===== src/rtl/cache_pkg.sv =====
package cache_pkg;

  typedef enum logic [2:0] {
    ST_IDLE,
    ST_CMP,
    ST_WB_WAIT,
    ST_FILL_WAIT,
    ST_WT_WAIT
  } cacheState_t;

  typedef struct packed {
    logic latchReq;
    logic latchVictim;
    logic writeByte;
    logic touch;
    logic install;
    logic selVictim;
    logic selByte;
    logic countHit;
    logic countMiss;
  } ctlStrobe_t;

endpackage


===== src/rtl/cache_datapath.sv =====
module cache_datapath
  import cache_pkg::*;
#(
  parameter int ADDR_W     = 8,
  parameter int SET_BITS   = 2,
  parameter int WAYS       = 2,
  parameter int OFF_BITS   = 1,
  parameter bit WRITE_BACK = 1'b1,
  parameter int CNT_W      = 16
) (
  input  logic                     clk,
  input  logic                     rstN,
  input  ctlStrobe_t               stb,
  input  logic [ADDR_W-1:0]        reqAddr,
  input  logic                     reqWrite,
  input  logic [7:0]               reqWdata,
  input  logic [(8<<OFF_BITS)-1:0] memRspData,
  output logic                     hitAny,
  output logic                     vicNeedsWb,
  output logic                     reqIsWrite,
  output logic [7:0]               rdData,
  output logic [ADDR_W-1:0]        memAddr,
  output logic [(8<<OFF_BITS)-1:0] memWdata,
  output logic [CNT_W-1:0]         hitCount,
  output logic [CNT_W-1:0]         missCount
);
  localparam int SETS   = 1 << SET_BITS;
  localparam int LINE_W = 8 << OFF_BITS;
  localparam int TAG_W  = ADDR_W - SET_BITS - OFF_BITS;
  localparam int WAY_W  = (WAYS > 1) ? $clog2(WAYS) : 1;

  logic [TAG_W-1:0]  tagMem  [SETS][WAYS];
  logic [LINE_W-1:0] dataMem [SETS][WAYS];
  logic [WAY_W-1:0]  ageMem  [SETS][WAYS];
  logic [WAYS-1:0]   validMem[SETS];
  logic [WAYS-1:0]   dirtyMem[SETS];

  logic [ADDR_W-1:0] reqAddrQ;
  logic [7:0]        reqWdataQ;
  logic              reqWriteQ;
  logic [WAY_W-1:0]  victimQ;

  logic [TAG_W-1:0]    reqTag;
  logic [SET_BITS-1:0] reqSet;
  logic [OFF_BITS-1:0] reqOff;
  logic [WAYS-1:0]     wayHit;
  logic [WAY_W-1:0]    hitWay;
  logic [WAY_W-1:0]    vicWay;
  logic                freeFound;

  assign reqTag     = reqAddrQ[ADDR_W-1 -: TAG_W];
  assign reqSet     = reqAddrQ[OFF_BITS +: SET_BITS];
  assign reqOff     = reqAddrQ[OFF_BITS-1:0];
  assign reqIsWrite = reqWriteQ;

  // tag compare, one comparator per way
  for (genvar w = 0; w < WAYS; w++) begin : g_cmp
    assign wayHit[w] = validMem[reqSet][w] && (tagMem[reqSet][w] == reqTag);
  end
  assign hitAny = |wayHit;

  always_comb begin
    hitWay = '0;
    for (int w = 0; w < WAYS; w++)
      if (wayHit[w]) hitWay = WAY_W'(w);
  end

  // victim: lowest invalid way, else the oldest
  always_comb begin
    vicWay    = '0;
    freeFound = 1'b0;
    for (int w = 0; w < WAYS; w++) begin
      if (!validMem[reqSet][w] && !freeFound) begin
        vicWay    = WAY_W'(w);
        freeFound = 1'b1;
      end
    end
    if (!freeFound) begin
      for (int w = 0; w < WAYS; w++)
        if (ageMem[reqSet][w] == WAY_W'(WAYS - 1)) vicWay = WAY_W'(w);
    end
  end

  assign vicNeedsWb = WRITE_BACK && validMem[reqSet][vicWay] && dirtyMem[reqSet][vicWay];

  assign rdData = dataMem[reqSet][hitWay][{reqOff, 3'b000} +: 8];

  always_comb begin
    if (stb.selVictim)
      memAddr = {tagMem[reqSet][victimQ], reqSet, {OFF_BITS{1'b0}}};
    else if (stb.selByte)
      memAddr = reqAddrQ;
    else
      memAddr = {reqTag, reqSet, {OFF_BITS{1'b0}}};
    memWdata = stb.selByte ? LINE_W'(reqWdataQ) : dataMem[reqSet][victimQ];
  end

  // request capture and victim latch
  always_ff @(posedge clk or negedge rstN) begin
    if (!rstN) begin
      reqAddrQ  <= '0;
      reqWdataQ <= '0;
      reqWriteQ <= 1'b0;
      victimQ   <= '0;
    end else begin
      if (stb.latchReq) begin
        reqAddrQ  <= reqAddr;
        reqWdataQ <= reqWdata;
        reqWriteQ <= reqWrite;
      end
      if (stb.latchVictim) victimQ <= vicWay;
    end
  end

  // line state: valid, dirty, recency
  always_ff @(posedge clk or negedge rstN) begin
    if (!rstN) begin
      for (int s = 0; s < SETS; s++) begin
        validMem[s] <= '0;
        dirtyMem[s] <= '0;
        for (int w = 0; w < WAYS; w++) ageMem[s][w] <= WAY_W'(WAYS - 1 - w);
      end
    end else begin
      if (stb.install) begin
        validMem[reqSet][victimQ] <= 1'b1;
        dirtyMem[reqSet][victimQ] <= 1'b0;
      end
      if (stb.writeByte && WRITE_BACK) dirtyMem[reqSet][hitWay] <= 1'b1;
      if (stb.touch) begin
        for (int w = 0; w < WAYS; w++)
          if (ageMem[reqSet][w] < ageMem[reqSet][hitWay])
            ageMem[reqSet][w] <= ageMem[reqSet][w] + 1'b1;
        ageMem[reqSet][hitWay] <= '0;
      end
    end
  end

  // tag and data storage, no reset needed
  always_ff @(posedge clk) begin
    if (stb.install) begin
      tagMem[reqSet][victimQ]  <= reqTag;
      dataMem[reqSet][victimQ] <= memRspData;
    end
    if (stb.writeByte) dataMem[reqSet][hitWay][{reqOff, 3'b000} +: 8] <= reqWdataQ;
  end

  always_ff @(posedge clk or negedge rstN) begin
    if (!rstN) begin
      hitCount  <= '0;
      missCount <= '0;
    end else begin
      if (stb.countHit)  hitCount  <= hitCount + 1'b1;
      if (stb.countMiss) missCount <= missCount + 1'b1;
    end
  end


  onehot_hit_chk: assert property (@(posedge clk) disable iff (!rstN) $onehot0(wayHit));


  fill_then_hit_chk: assert property (@(posedge clk) disable iff (!rstN) stb.install |=> hitAny);


  one_count_chk: assert property (@(posedge clk) disable iff (!rstN)
    (stb.countHit || stb.countMiss) |=>
      ({1'b0, hitCount} + {1'b0, missCount}) ==
      ({1'b0, $past(hitCount)} + {1'b0, $past(missCount)} + 1'b1));

endmodule


===== src/rtl/cache_control.sv =====
module cache_control
  import cache_pkg::*;
#(
  parameter bit WRITE_BACK = 1'b1
) (
  input  logic       clk,
  input  logic       rstN,
  input  logic       reqValid,
  input  logic       hitAny,
  input  logic       vicNeedsWb,
  input  logic       reqIsWrite,
  input  logic       memRspValid,
  output ctlStrobe_t stb,
  output logic       reqReady,
  output logic       rspValid,
  output logic       rspHit,
  output logic       memReqValid,
  output logic       memReqWrite,
  output logic       memReqByte
);
  cacheState_t state, stateNext;
  logic missFlag, setMiss, issue;

  always_comb begin
    stb       = '0;
    stateNext = state;
    rspValid  = 1'b0;
    setMiss   = 1'b0;
    issue     = 1'b0;
    unique case (state)
      ST_IDLE: if (reqValid) begin
        stb.latchReq = 1'b1;
        stateNext    = ST_CMP;
      end
      ST_CMP: begin
        if (hitAny) begin
          stb.touch     = 1'b1;
          stb.writeByte = reqIsWrite;
          if (reqIsWrite && !WRITE_BACK) begin
            issue     = 1'b1;
            stateNext = ST_WT_WAIT;
          end else begin
            rspValid  = 1'b1;
            stateNext = ST_IDLE;
          end
        end else if (reqIsWrite && !WRITE_BACK) begin
          setMiss   = 1'b1;
          issue     = 1'b1;
          stateNext = ST_WT_WAIT;
        end else begin
          setMiss         = 1'b1;
          issue           = 1'b1;
          stb.latchVictim = 1'b1;
          stateNext       = vicNeedsWb ? ST_WB_WAIT : ST_FILL_WAIT;
        end
      end
      ST_WB_WAIT: if (memRspValid) begin
        issue     = 1'b1;
        stateNext = ST_FILL_WAIT;
      end
      ST_FILL_WAIT: if (memRspValid) begin
        stb.install = 1'b1;
        stateNext   = ST_CMP;
      end
      ST_WT_WAIT: if (memRspValid) begin
        rspValid  = 1'b1;
        stateNext = ST_IDLE;
      end
      default: stateNext = ST_IDLE;
    endcase
    stb.selVictim = (state == ST_WB_WAIT);
    stb.selByte   = (state == ST_WT_WAIT);
    stb.countHit  = rspValid && !missFlag;
    stb.countMiss = rspValid && missFlag;
  end

  assign reqReady    = (state == ST_IDLE);
  assign rspHit      = !missFlag;
  assign memReqWrite = (state == ST_WB_WAIT) || (state == ST_WT_WAIT);
  assign memReqByte  = (state == ST_WT_WAIT);

  always_ff @(posedge clk or negedge rstN) begin
    if (!rstN) begin
      state       <= ST_IDLE;
      missFlag    <= 1'b0;
      memReqValid <= 1'b0;
    end else begin
      state       <= stateNext;
      memReqValid <= issue;
      if (stb.latchReq) missFlag <= 1'b0;
      else if (setMiss) missFlag <= 1'b1;
    end
  end


  busy_while_mem_chk: assert property (@(posedge clk) disable iff (!rstN) memReqValid |-> !reqReady);

  if (WRITE_BACK) begin : g_wb_chk

    wb_block_only_chk: assert property (@(posedge clk) disable iff (!rstN) memReqValid |-> !memReqByte);
  end else begin : g_wt_chk

    wt_byte_only_chk: assert property (@(posedge clk) disable iff (!rstN)
      (memReqValid && memReqWrite) |-> memReqByte);
  end

endmodule


===== src/rtl/sa_data_cache.sv =====
module sa_data_cache
  import cache_pkg::*;
#(
  parameter int ADDR_W     = 8,
  parameter int SET_BITS   = 2,
  parameter int WAYS       = 2,
  parameter int OFF_BITS   = 1,
  parameter bit WRITE_BACK = 1'b1,
  parameter int CNT_W      = 16
) (
  input  logic                     clk,
  input  logic                     rstN,
  input  logic                     reqValid,
  input  logic                     reqWrite,
  input  logic [ADDR_W-1:0]        reqAddr,
  input  logic [7:0]               reqWdata,
  output logic                     reqReady,
  output logic                     rspValid,
  output logic                     rspHit,
  output logic [7:0]               rspRdata,
  output logic                     memReqValid,
  output logic                     memReqWrite,
  output logic                     memReqByte,
  output logic [ADDR_W-1:0]        memReqAddr,
  output logic [(8<<OFF_BITS)-1:0] memReqWdata,
  input  logic                     memRspValid,
  input  logic [(8<<OFF_BITS)-1:0] memRspData,
  output logic [CNT_W-1:0]         hitCount,
  output logic [CNT_W-1:0]         missCount
);
  ctlStrobe_t stb;
  logic hitAny, vicNeedsWb, reqIsWrite;

  cache_control #(.WRITE_BACK(WRITE_BACK)) u_ctl (
    .clk(clk), .rstN(rstN), .reqValid(reqValid), .hitAny(hitAny),
    .vicNeedsWb(vicNeedsWb), .reqIsWrite(reqIsWrite), .memRspValid(memRspValid),
    .stb(stb), .reqReady(reqReady), .rspValid(rspValid), .rspHit(rspHit),
    .memReqValid(memReqValid), .memReqWrite(memReqWrite), .memReqByte(memReqByte)
  );

  cache_datapath #(
    .ADDR_W(ADDR_W), .SET_BITS(SET_BITS), .WAYS(WAYS), .OFF_BITS(OFF_BITS),
    .WRITE_BACK(WRITE_BACK), .CNT_W(CNT_W)
  ) u_dp (
    .clk(clk), .rstN(rstN), .stb(stb), .reqAddr(reqAddr), .reqWrite(reqWrite),
    .reqWdata(reqWdata), .memRspData(memRspData), .hitAny(hitAny),
    .vicNeedsWb(vicNeedsWb), .reqIsWrite(reqIsWrite), .rdData(rspRdata),
    .memAddr(memReqAddr), .memWdata(memReqWdata), .hitCount(hitCount),
    .missCount(missCount)
  );

endmodule


===== config.mk =====
export PLATFORM = sky130hd
export DESIGN_NAME = sa_data_cache
export DESIGN_NICKNAME = d
export VERILOG_FILES = /design/src/rtl/cache_pkg.sv /design/src/rtl/cache_datapath.sv /design/src/rtl/cache_control.sv /design/src/rtl/sa_data_cache.sv
export SDC_FILE = /design/constraint.sdc
export NUM_CORES = 1
export LEC_CHECK = 0
export ABC_AREA = 1
export BUFFER_PORTS_ARGS = -buffer_cell sky130_fd_sc_hd__buf_2
export CAP_MARGIN = 10
export CORE_MARGIN = 10
export CORE_UTILIZATION = 38
export DETAILED_ROUTE_END_ITERATION = 8
export PLACE_DENSITY_LB_ADDON = 0.25
export SYNTH_ARGS = -nofsm -noshare
export SYNTH_HDL_FRONTEND = slang
export SYNTH_HIERARCHICAL = 1
export SYNTH_SLANG_ARGS = --single-unit

===== constraint.sdc =====
create_clock -name clk -period 8.1 [get_ports clk]
set_input_delay 1.215 -clock clk [delete_from_list [all_inputs] [get_ports clk]]
set_output_delay 1.215 -clock clk [all_outputs]
set_load 0.1 [all_outputs]

==> flow_summary.yaml, run 1 <==
outcome:
  status: "finished, violations left"
  violations: "slew limit"
setup_path:
  worst-path-max-fanout: 38
  cp.arrival_ns: 4.37
  worst_setup_path_start_kind: "flop"
  crit_slowest_cell: "dfrtp_1"
  max_stage_delay_ns: 0.74
  cpMostUsedCell: "nand2_1"
  cp-end-kind: "output port"
  crit_chain: "inv_4 -> nand2_1 -> inv_1 -> buf_4 -> a22oi_1 -> nand2_1 -> xor2_1 -> nor2_1 -> nand4_1 -> nand2_1 -> nand2_1 -> inv_1 -> buf_2"
  worstSetupPathType: "flop to output port"
  required_ns: 6.88
route:
  drtIter0Drc: 708
  via_per_inst: 5.20
  drcViolationCount: 0
  wirelength_mm: 30.0
  ant_nets: 0
  vias: 7975
  wl_per_cell_um: 19.6
  drtPass1Iterations: 5
placed_design:
  place_inst: 1485
  portBuffers: 104
  hpwlAfterDp_mm: 20.7
  place_congestion: 0.836
yosys:
  synthCells: 1048
  ys_seq_elements: 246
  ys_seq_area_share_pct: 62.5
  synthArstFlopShare_pct: 31.7
  syn_avg_cell_area_um2: 10.7
  syn-cell-area_mm2: 0.0112
  synth_warnings: 6
  synth_edf_count: 168
  synth_flop_cell: "edfxtp_1"
  ys_types: 48
power:
  peakVddDrop_mv: 0.414
  power_density_mw_per_mm2: 419
  leakage_nw: 5.34
cells_and_area:
  fin_util_pct: 44.4
  nets: 1175
  instances_no_fill: 1534
  diodes: 0
  drive_gt1_share_pct: 19.1
  syn_to_final_growth_pct: 14.6
global_route:
  grt.overflow.total: 0
  grt_usage_pct: 15.9
  antenna_found_initial: 0
  grt_pass1_vias: 7786
  grt_pass1_wl_mm: 45.7
  grt_max_degree: 68
clocking:
  clk_pin_slew_worst_paths_ns: 0.06
  htree_levels: 1
  cts_buffers: 27
  clk_latency_ns: 0.54
  clock_sinks: 246
  cts_root_buf: "clkbuf_16"
  cts_tree: "done"
  postCtsSetupBuffers: 0
  clock_path_buffers: 3
  ctsResizeCount: 0
  postCtsHoldBufs: 0
floorplanning:
  core_mm2: 0.0289
  die_x_um: 192
  rows: 62
  ios: 107
  start_util_pct: 38.8
  die-area_mm2: 0.0367
  fp.dieH_um: 192
timing:
  finalSetupTns_ns: 0
  final-setup-viol-count: 0
  period_share_pct: 69.0
  hold_viol_final: 0
  fin_skew_ns: 0.0144
  rsz0062_at_grt: "false"
  post-route-min-period_ns: 5.59
  maxSlewHeadroom_pct: -93.8
  slew_violations: 1
  worst_slew_pin_slew_ns: 2.88
  fmax_ghz: 0.179
run:
  drv_cap: 0
worst_hold_path:
  hold_path.class: "flop to flop"
-- sequential cells by signal (all words and copies together), names as in the netlist, 16 cells and up --
register	cells
u_dp/missCount	16
u_dp/dataMem	128
u_dp/hitCount	16
u_dp/tagMem	40
-- layer usage --
metal  routed length, um  vias up  part of all wire [%]  GRT usage (%)
met1               12900     3867                    43           21.4
met4                 537        0                   1.8           4.00
met5                   0        -                     0              0
met2               14500      277                    48           26.4
li1                    -     3787                     -              -
met3                2040       44                   6.8           2.47
-- stage by stage --
step / total power (W) / hold WS, ns / worst slack, ns / instance area, um^2
floorplan: 0.00355 / 0.427 / 3.24 / 11200
global placement: 0.00410 / 0.440 / 3.08 / 11900
detailed placement: 0.00410 / 0.448 / 2.99 / 11900
CTS: 0.00541 / 0.463 / 2.53 / 12800
global route: 0.00563 / 0.480 / 2.20 / 12800
finish: 0.00538 / 0.459 / 2.51 / 12800
-- layout by cell type, fill, tap and decap left out, types with 27 or more instances in the layout --
master     instances
edfxtp_1         168
a21oi_1           32
xor2_1            27
nor2_1            50
nand3_1           30
a22oi_1           38
inv_1             67
clkbuf_16         27
o21ai_0           63
buf_2            103
dfrtp_1           74
nand2_1          271
-- Yosys cell counts (all sizes together) (2+ instances only) --
cell type,number,area share [%]
a21oi,45,2.4
a221oi,8,0.63
a22oi,38,2.5
buf,35,2.4
clkbuf,22,0.74
dfrtp,74,17
dfstp,4,0.94
edfxtp,168,45
ha,8,0.89
inv,75,2.5
mux2,2,0.20
nand2,283,9.8
nand3,37,2.0
nand3b,3,0.20
nand4,24,1.3
nor2,56,2.1
nor3,6,0.27
o21ai,98,4.9
o22ai,14,0.78
or2,3,0.17
xnor2,7,0.55
xor2,27,2.1
-- power breakdown --
part | switching (W) | total, W | internal (W) | leakage [nW]
registers | 0.000143 | 0.00166 | 0.00152 | 2.49
clock network | 0.000493 | 0.00129 | 0.000800 | 0.454
logic | 0.00197 | 0.00243 | 0.000458 | 2.40
total | 0.00261 | 0.00538 | 0.00277 | 5.34
-- worst max-delay path: cells and delay by family (launching register included) --
kind                   cells  cell delay (ns)
flip-flops                 1             0.74
buffers and inverters      5             1.46
AO/OA/AOI/OAI              1             0.20
AND/OR/NAND/NOR            6             1.26
XOR/XNOR                   1             0.15
-- path summary, 6_finish.rpt --
check	from	end	slack, ns	cells after the start
setup / recovery	u_dp/reqAddrQ[1]	rspValid	2.51	13
hold / removal	u_dp/validMem[1]	u_dp/validMem[1]	0.46	2
setup reg to reg	u_dp/reqAddrQ[1]	u_dp/dataMem[3][29]	2.93	14
hold reg to reg	u_dp/validMem[1]	u_dp/validMem[1]	0.46	2
max in group asynchronous	rstN	u_dp/reqWdataQ[6]	6.45	2
min in group asynchronous	rstN	u_dp/reqWdataQ[1]	0.51	1
-- cell families after synthesis --
group / Yosys count / synth area share, %
flip-flops: 246 / 62.5
AO/OA/AOI/OAI: 209 / 11.8
AND/OR/NAND/NOR: 416 / 16.2
adder cells (fa/ha/maj): 8 / 0.894
multiplexers: 2 / 0.201
buffers and inverters: 132 / 5.67
XOR/XNOR: 34 / 2.66
other: 1 / 0.0335
-- layout make-up --
type,count,area (um^2)
clock inverters,18,239
well taps,384,480
flip-flops and latches,246,7000
fillers,2734,16000
inverters,75,284
repair buffers,109,561
multi-input cells,671,3570
clock buffers,31,691
(Power assumes the default switching activity.)
==> run 2: changes to the inputs <==
clock period = 5.24 ns   (was 8.1 ns; I/O delays follow)
==> run 2 against run 1 <==
The flow still finishes with violations (slew limit). First-iteration DRC count down 7.1%. Hold slack got worse by 0.37 ns. Die area stayed put. Sequential cell count unchanged. Sequential power is 55% higher. Global-route usage grew 0.51 points. Highest routed layer unchanged.
==> flow_summary.yaml, run 2 (synthesized netlist as in run 1, its figures left out) <==
outcome:
  status: "finished, violations left"
  violations: "slew limit"
setup_path:
  max_stage_delay_ns: 0.75
  r2r_slack_ns: 0.58
  cp_num_buf_inv: 6
  reg2reg_from: "u_dp/reqAddrQ[1]"
  cpMostUsedCell: "nand2_1"
  required_ns: 4.45
  cp-end-kind: "output port"
  crit_slowest_cell: "dfrtp_1"
  path_delay_family: "buffers and inverters"
  path_depth: 14
  cp.arrival_ns: 3.96
  critPathLaunch: "u_dp/reqAddrQ[1]"
  crit_chain: "inv_4 -> nand2_1 -> buf_4 -> inv_1 -> buf_4 -> a22oi_1 -> nand2_1 -> xor2_1 -> nor2_1 -> nand4_1 -> nand2_1 -> nand2_1 -> inv_1 -> buf_2"
  worstSetupPathType: "flop to output port"
  worst_setup_path_start_kind: "flop"
  rr_worst_depth: 15
  worst-path-max-fanout: 20
timing:
  slew_violations: 1
  finalSetupTns_ns: 0
  maxSlewHeadroom_pct: -103
  fin_skew_ns: 0.0119
  period_share_pct: 90.6
  final-setup-viol-count: 0
  hold_viol_final: 0
  rsz0062_at_grt: "false"
  fmax_ghz: 0.211
  worst_slew_pin_slew_ns: 3.01
  setup_ws_ns: 0.495
  post-route-min-period_ns: 4.75
clocking:
  htree_levels: 1
  postCtsSetupBuffers: 0
  cts_root_buf: "clkbuf_16"
  cts_buffers: 27
  clock_path_buffers: 3
  clk_latency_ns: 0.53
  clk_pin_slew_worst_paths_ns: 0.06
  cts_tree: "done"
  ctsResizeCount: 0
  postCtsHoldBufs: 0
  clock_sinks: 246
floorplanning:
  die_x_um: 192
  start_util_pct: 38.8
  fp.dieH_um: 192
  rows: 62
  core_mm2: 0.0289
  ios: 107
  die-area_mm2: 0.0367
global_route:
  antenna_found_initial: 0
  grt_usage_pct: 16.4
  grt_max_degree: 68
  grt.overflow.total: 0
  grt_pass1_vias: 8087
  grt_pass1_wl_mm: 47.5
placed_design:
  place_area_mm2: 0.0120
  place_congestion: 0.832
  pre_cts_ws_ns: 0.735
  hpwlAfterDp_mm: 20.8
  portBuffers: 104
route:
  wl_per_cell_um: 19.7
  ant_nets: 0
  drcViolationCount: 0
  wirelength_mm: 30.5
  drtIter0Drc: 658
  vias: 8049
  drtPass1Iterations: 5
  via_per_inst: 5.21
cells_and_area:
  fin_util_pct: 44.6
  top_register: "u_dp/dataMem"
  final_common_cell: "nand2_1"
  syn_to_final_growth_pct: 14.8
  fin_area_mm2: 0.0129
  largestRegisters: "u_dp/dataMem (128), u_dp/tagMem (40)"
  nFillCells: 2747
  drive_gt1_share_pct: 20.1
  diodes: 0
  mostFrequentLayoutCells: "nand2_1, edfxtp_1, buf_2, dfrtp_1, inv_1"
  largest_register_ffs: 128
  nets: 1187
power:
  peakVddDrop_mv: 0.673
  leakage_nw: 5.38
  power_density_mw_per_mm2: 639
worst_hold_path:
  hold_path.class: "input pin to asynchronous set/reset pin"
run:
  drv_cap: 0
==> run 2: changes by cell type in the layout (fill, tap and decap cells not counted) <==
cell / change
clkinv_4: +1
clkbuf_8: +2
clkinv_2: +2
clkinv_1: -2
bufinv_16: -3
buf_4: +12
inv_6: -2
clkinvlp_4: +1
clkbuf_1: +1
==> run 2: worst paths after layout <==
check | endpoint
max | rspValid
min | u_dp/hitCount[14]
max reg2reg | u_dp/dataMem[3][10]
min reg2reg | u_dp/validMem[7]
max in group asynchronous | u_dp/reqIsWrite
min in group clk | u_dp/validMem[7]
==> run 2: stage by stage <==
stage          std cells  power (W)  hold WS, ns
6_report            1546    0.00822       0.0856
5_1_grt             1546    0.00863       0.0857
4_1_cts             1546    0.00827       0.0767
3_5_place_dp        1497    0.00639        0.459
3_3_place_gp        1497    0.00637        0.442
2_1_floorplan       1049    0.00549        0.427
==> run 2: area by class of cell <==
class                   count  area [um^2]  share of cell area (%)
clock buffers              34          722                    5.62
repair buffers            121          651                    5.06
clock inverters            15          150                    1.17
well taps                 384          480                    3.74
multi-input cells         671         3570                    27.8
flip-flops and latches    246         7000                    54.5
inverters                  75          284                    2.21
==> run 2: power breakdown <==
part,switching (W),internal (W)
Combinational,0.00305,0.000732
Sequential,0.000227,0.00234
Clock,0.000755,0.00112
Total,0.00403,0.00419
==> run 2: per-layer routing <==
| metal | GRT usage (%) | vias up | wire, um |
|---|---|---|---|
| met4 | 5.11 | 0 | 681 |
| met1 | 22.2 | 3909 | 13400 |
| met2 | 26.6 | 291 | 14500 |
| met5 | 0 | - | 0 |
| met3 | 2.50 | 48 | 1860 |
| li1 | - | 3801 | - |
==> run 3: changes to the inputs <==
SYNTH_HIERARCHICAL = unset   (was 1)
==> run 3 against run 2 <==
Power rose by 5.7%. The run now ends clean. Die area grew 1.6%. Core utilization is 0.23 points lower. Synthesized area up 1.8%. Hold slack improved by 0.0083 ns. First-iteration DRC count shrank 5.5%. Largest power group unchanged. Maximum frequency up 1.3%.
==> flow_summary.yaml, run 3 <==
yosys:
  netlist.area_leader.share_pct: 44.3
  synth_edf_count: 168
  ys_seq_area_share_pct: 61.5
  syn_avg_cell_area_um2: 9.66
  syn-cell-area_mm2: 0.0114
  synthTopCellsByArea: "edfxtp_1, dfrtp_1, nand2_1"
  synth_flop_cell: "edfxtp_1"
  synthAdderAreaFrac_pct: 0.659
  yosys.area_share.simple_pct: 20.9
  synth-compound-area-share_pct: 10.2
  synth_area_leader_cell: "edfxtp_1"
  ys_seq_elements: 246
  synth_top_family_by_area: "simple AND/OR/NAND/NOR gates"
  synth_warnings: 0
  ys_types: 43
  synthCells: 1179
  ys_top_cells_by_count: "nand2_1, edfxtp_1, o21ai_0"
  yosysMostFrequentCell: "nand2_1"
  synthXorXnorAreaFrac_pct: 1.69
  synthArstFlopShare_pct: 31.7
  synthMuxAreaShare_pct: 0
clocking:
  htree_levels: 1
  cts_tree: "done"
  ctsResizeCount: 0
  cts_buffers: 27
  clk_latency_ns: 0.55
  postCtsSetupBuffers: 0
  clock_path_buffers: 3
  clock_sinks: 246
  cts_root_buf: "clkbuf_16"
  clk_pin_slew_worst_paths_ns: 0.06
  postCtsHoldBufs: 0
floorplanning:
  die-area_mm2: 0.0373
  start_util_pct: 38.4
  die_x_um: 193
  fp.dieH_um: 193
  ios: 107
  rows: 63
  core_mm2: 0.0296
power:
  leakage_nw: 5.47
  power_density_mw_per_mm2: 661
  peakVddDrop_mv: 1.35
setup_path:
  cp.arrival_ns: 3.90
  reg2reg_from: "u_dp.reqAddrQ[2]"
  cp-end-kind: "output port"
  worstSetupPathType: "flop to output port"
  worst_setup_path_start_kind: "flop"
  r2r_end: "u_dp.dataMem[0][8]"
  worst-path-max-fanout: 17
  r2r_slack_ns: 1.53
  rr_worst_depth: 12
  required_ns: 4.45
worst_hold_path:
  hold_path.class: "input pin to asynchronous set/reset pin"
timing:
  fin_skew_ns: 0.0175
  fmax_ghz: 0.213
  finalSetupTns_ns: 0
  final-setup-viol-count: 0
  slew_violations: 0
  maxSlewHeadroom_pct: 26.4
  rsz0062_at_grt: "false"
  post-route-min-period_ns: 4.69
  period_share_pct: 89.4
  hold_viol_final: 0
  worst_slew_pin_slew_ns: 1.10
route:
  topRoutingLayerUsed: "met4"
  dr_wl_met3_mm: 2.11
  drcViolationCount: 0
  wl_per_cell_um: 18.5
  drtIter0Drc: 622
  wirelength_mm: 31.1
  wl_met1_mm: 14.0
  route.met2.wl_mm: 14.0
  ant_nets: 0
  via_per_inst: 5.17
  drtPass1Iterations: 5
  vias: 8716
cells_and_area:
  drive_gt1_share_pct: 14.3
  syn_to_final_growth_pct: 15.3
  instances_no_fill: 1686
  diodes: 0
  top_register: "u_dp.dataMem"
  largest_register_ffs: 128
  nFillCells: 2875
  final_common_cell: "nand2_1"
  nets: 1318
  largestRegisters: "u_dp.dataMem (128), u_dp.tagMem (40)"
  mostFrequentLayoutCells: "nand2_1, edfxtp_1, o21ai_0, buf_2"
global_route:
  grt.overflow.total: 0
  antenna_found_initial: 0
  grt_pass1_wl_mm: 48.3
  grt_usage_pct: 16.5
  grt_max_degree: 64
  grt_pass1_vias: 8492
placed_design:
  place_congestion: 0.856
  place_inst: 1636
  portBuffers: 104
  hpwlAfterDp_mm: 21.3
run:
  drv_cap: 0
outcome:
  status: "finished clean"
[run 3: cell count changes after synthesis, moves of 13 or more]
cell,before,now
o21ai_1,19,2
o21ai_0,63,111
a21oi_2,13,0
o21ai_2,16,0
nand2_1,271,401
nand3_1,30,68
nand4_1,24,9
a21oi_1,32,16
[run 3: worst max path at each step]
stage                          end              from  slack [ns]
global placement       rspRdata[1]  u_dp.reqAddrQ[2]        1.22
global route           rspRdata[4]  u_dp.reqAddrQ[2]        0.29
CTS                    rspRdata[1]  u_dp.reqAddrQ[2]        0.53
detailed placement     rspRdata[1]  u_dp.reqAddrQ[2]        1.12
finish                 rspRdata[1]  u_dp.reqAddrQ[2]        0.55
floorplan           memReqWdata[4]  u_dp.reqAddrQ[1]        0.73
[run 3: logic make-up after synthesis]
logic type / count (synthesis)
and+or+nand+nor: 573
DFF: 246
AOI/OAI and AO/OA: 197
buffers and inverters: 134
xor gates and xnor gates: 22
adders and majority gates: 6
other: 1
[run 3: area by class of cell]
class | instances | area (um^2) | area share, %
well taps | 390 | 488 | 3.71
multi-input cells | 800 | 3820 | 29.1
flip-flops and latches | 246 | 7000 | 53.3
inverters | 79 | 299 | 2.28
repair buffers | 121 | 651 | 4.95
clock inverters | 12 | 118 | 0.895
clock buffers | 38 | 757 | 5.76
[run 3: metrics by stage]
| step | power (W) | instance area (um^2) | setup WS [ns] | hold WS (ns) | util, % |
|---|---|---|---|---|---|
| floorplan | 0.00589 | 11400 | 0.727 | 0.424 | - |
| global placement | 0.00684 | 12300 | 1.22 | 0.439 | 41.4 |
| detailed placement | 0.00686 | 12300 | 1.12 | 0.445 | 41.4 |
| CTS | 0.00875 | 13100 | 0.527 | 0.0842 | 44.3 |
| global route | 0.00912 | 13100 | 0.294 | 0.0954 | 44.3 |
| finish | 0.00869 | 13100 | 0.554 | 0.0939 | 44.3 |
[run 3: per-layer routing]
metal | vias up | global-route usage (%)
li1 | 4193 | -
met1 | 4180 | 22.6
met5 | - | 0
met2 | 292 | 25.9
met4 | 0 | 5.41
met3 | 51 | 3.09
[run 3: where the power goes]
| part | total, W | switching (W) | internal (W) | leakage (nW) |
|---|---|---|---|---|
| logic | 0.00418 | 0.00342 | 0.000758 | 2.54 |
| clock network | 0.00187 | 0.000770 | 0.00110 | 0.429 |
| registers | 0.00263 | 0.000247 | 0.00238 | 2.50 |
| total | 0.00869 | 0.00444 | 0.00425 | 5.47 |
[run 3: critical path, stage by stage (launching register included)]
cell,delay [ns]
dfrtp_1,0.74
inv_2,0.26
nand2_1,0.18
nand2_1,0.09
nand2_1,0.06
nand2_1,0.05
nor2_1,0.14
nand3_2,0.35
nor2_1,0.70
nand2_1,0.11
o21a_1,0.14
nand3_1,0.08
buf_2,0.44
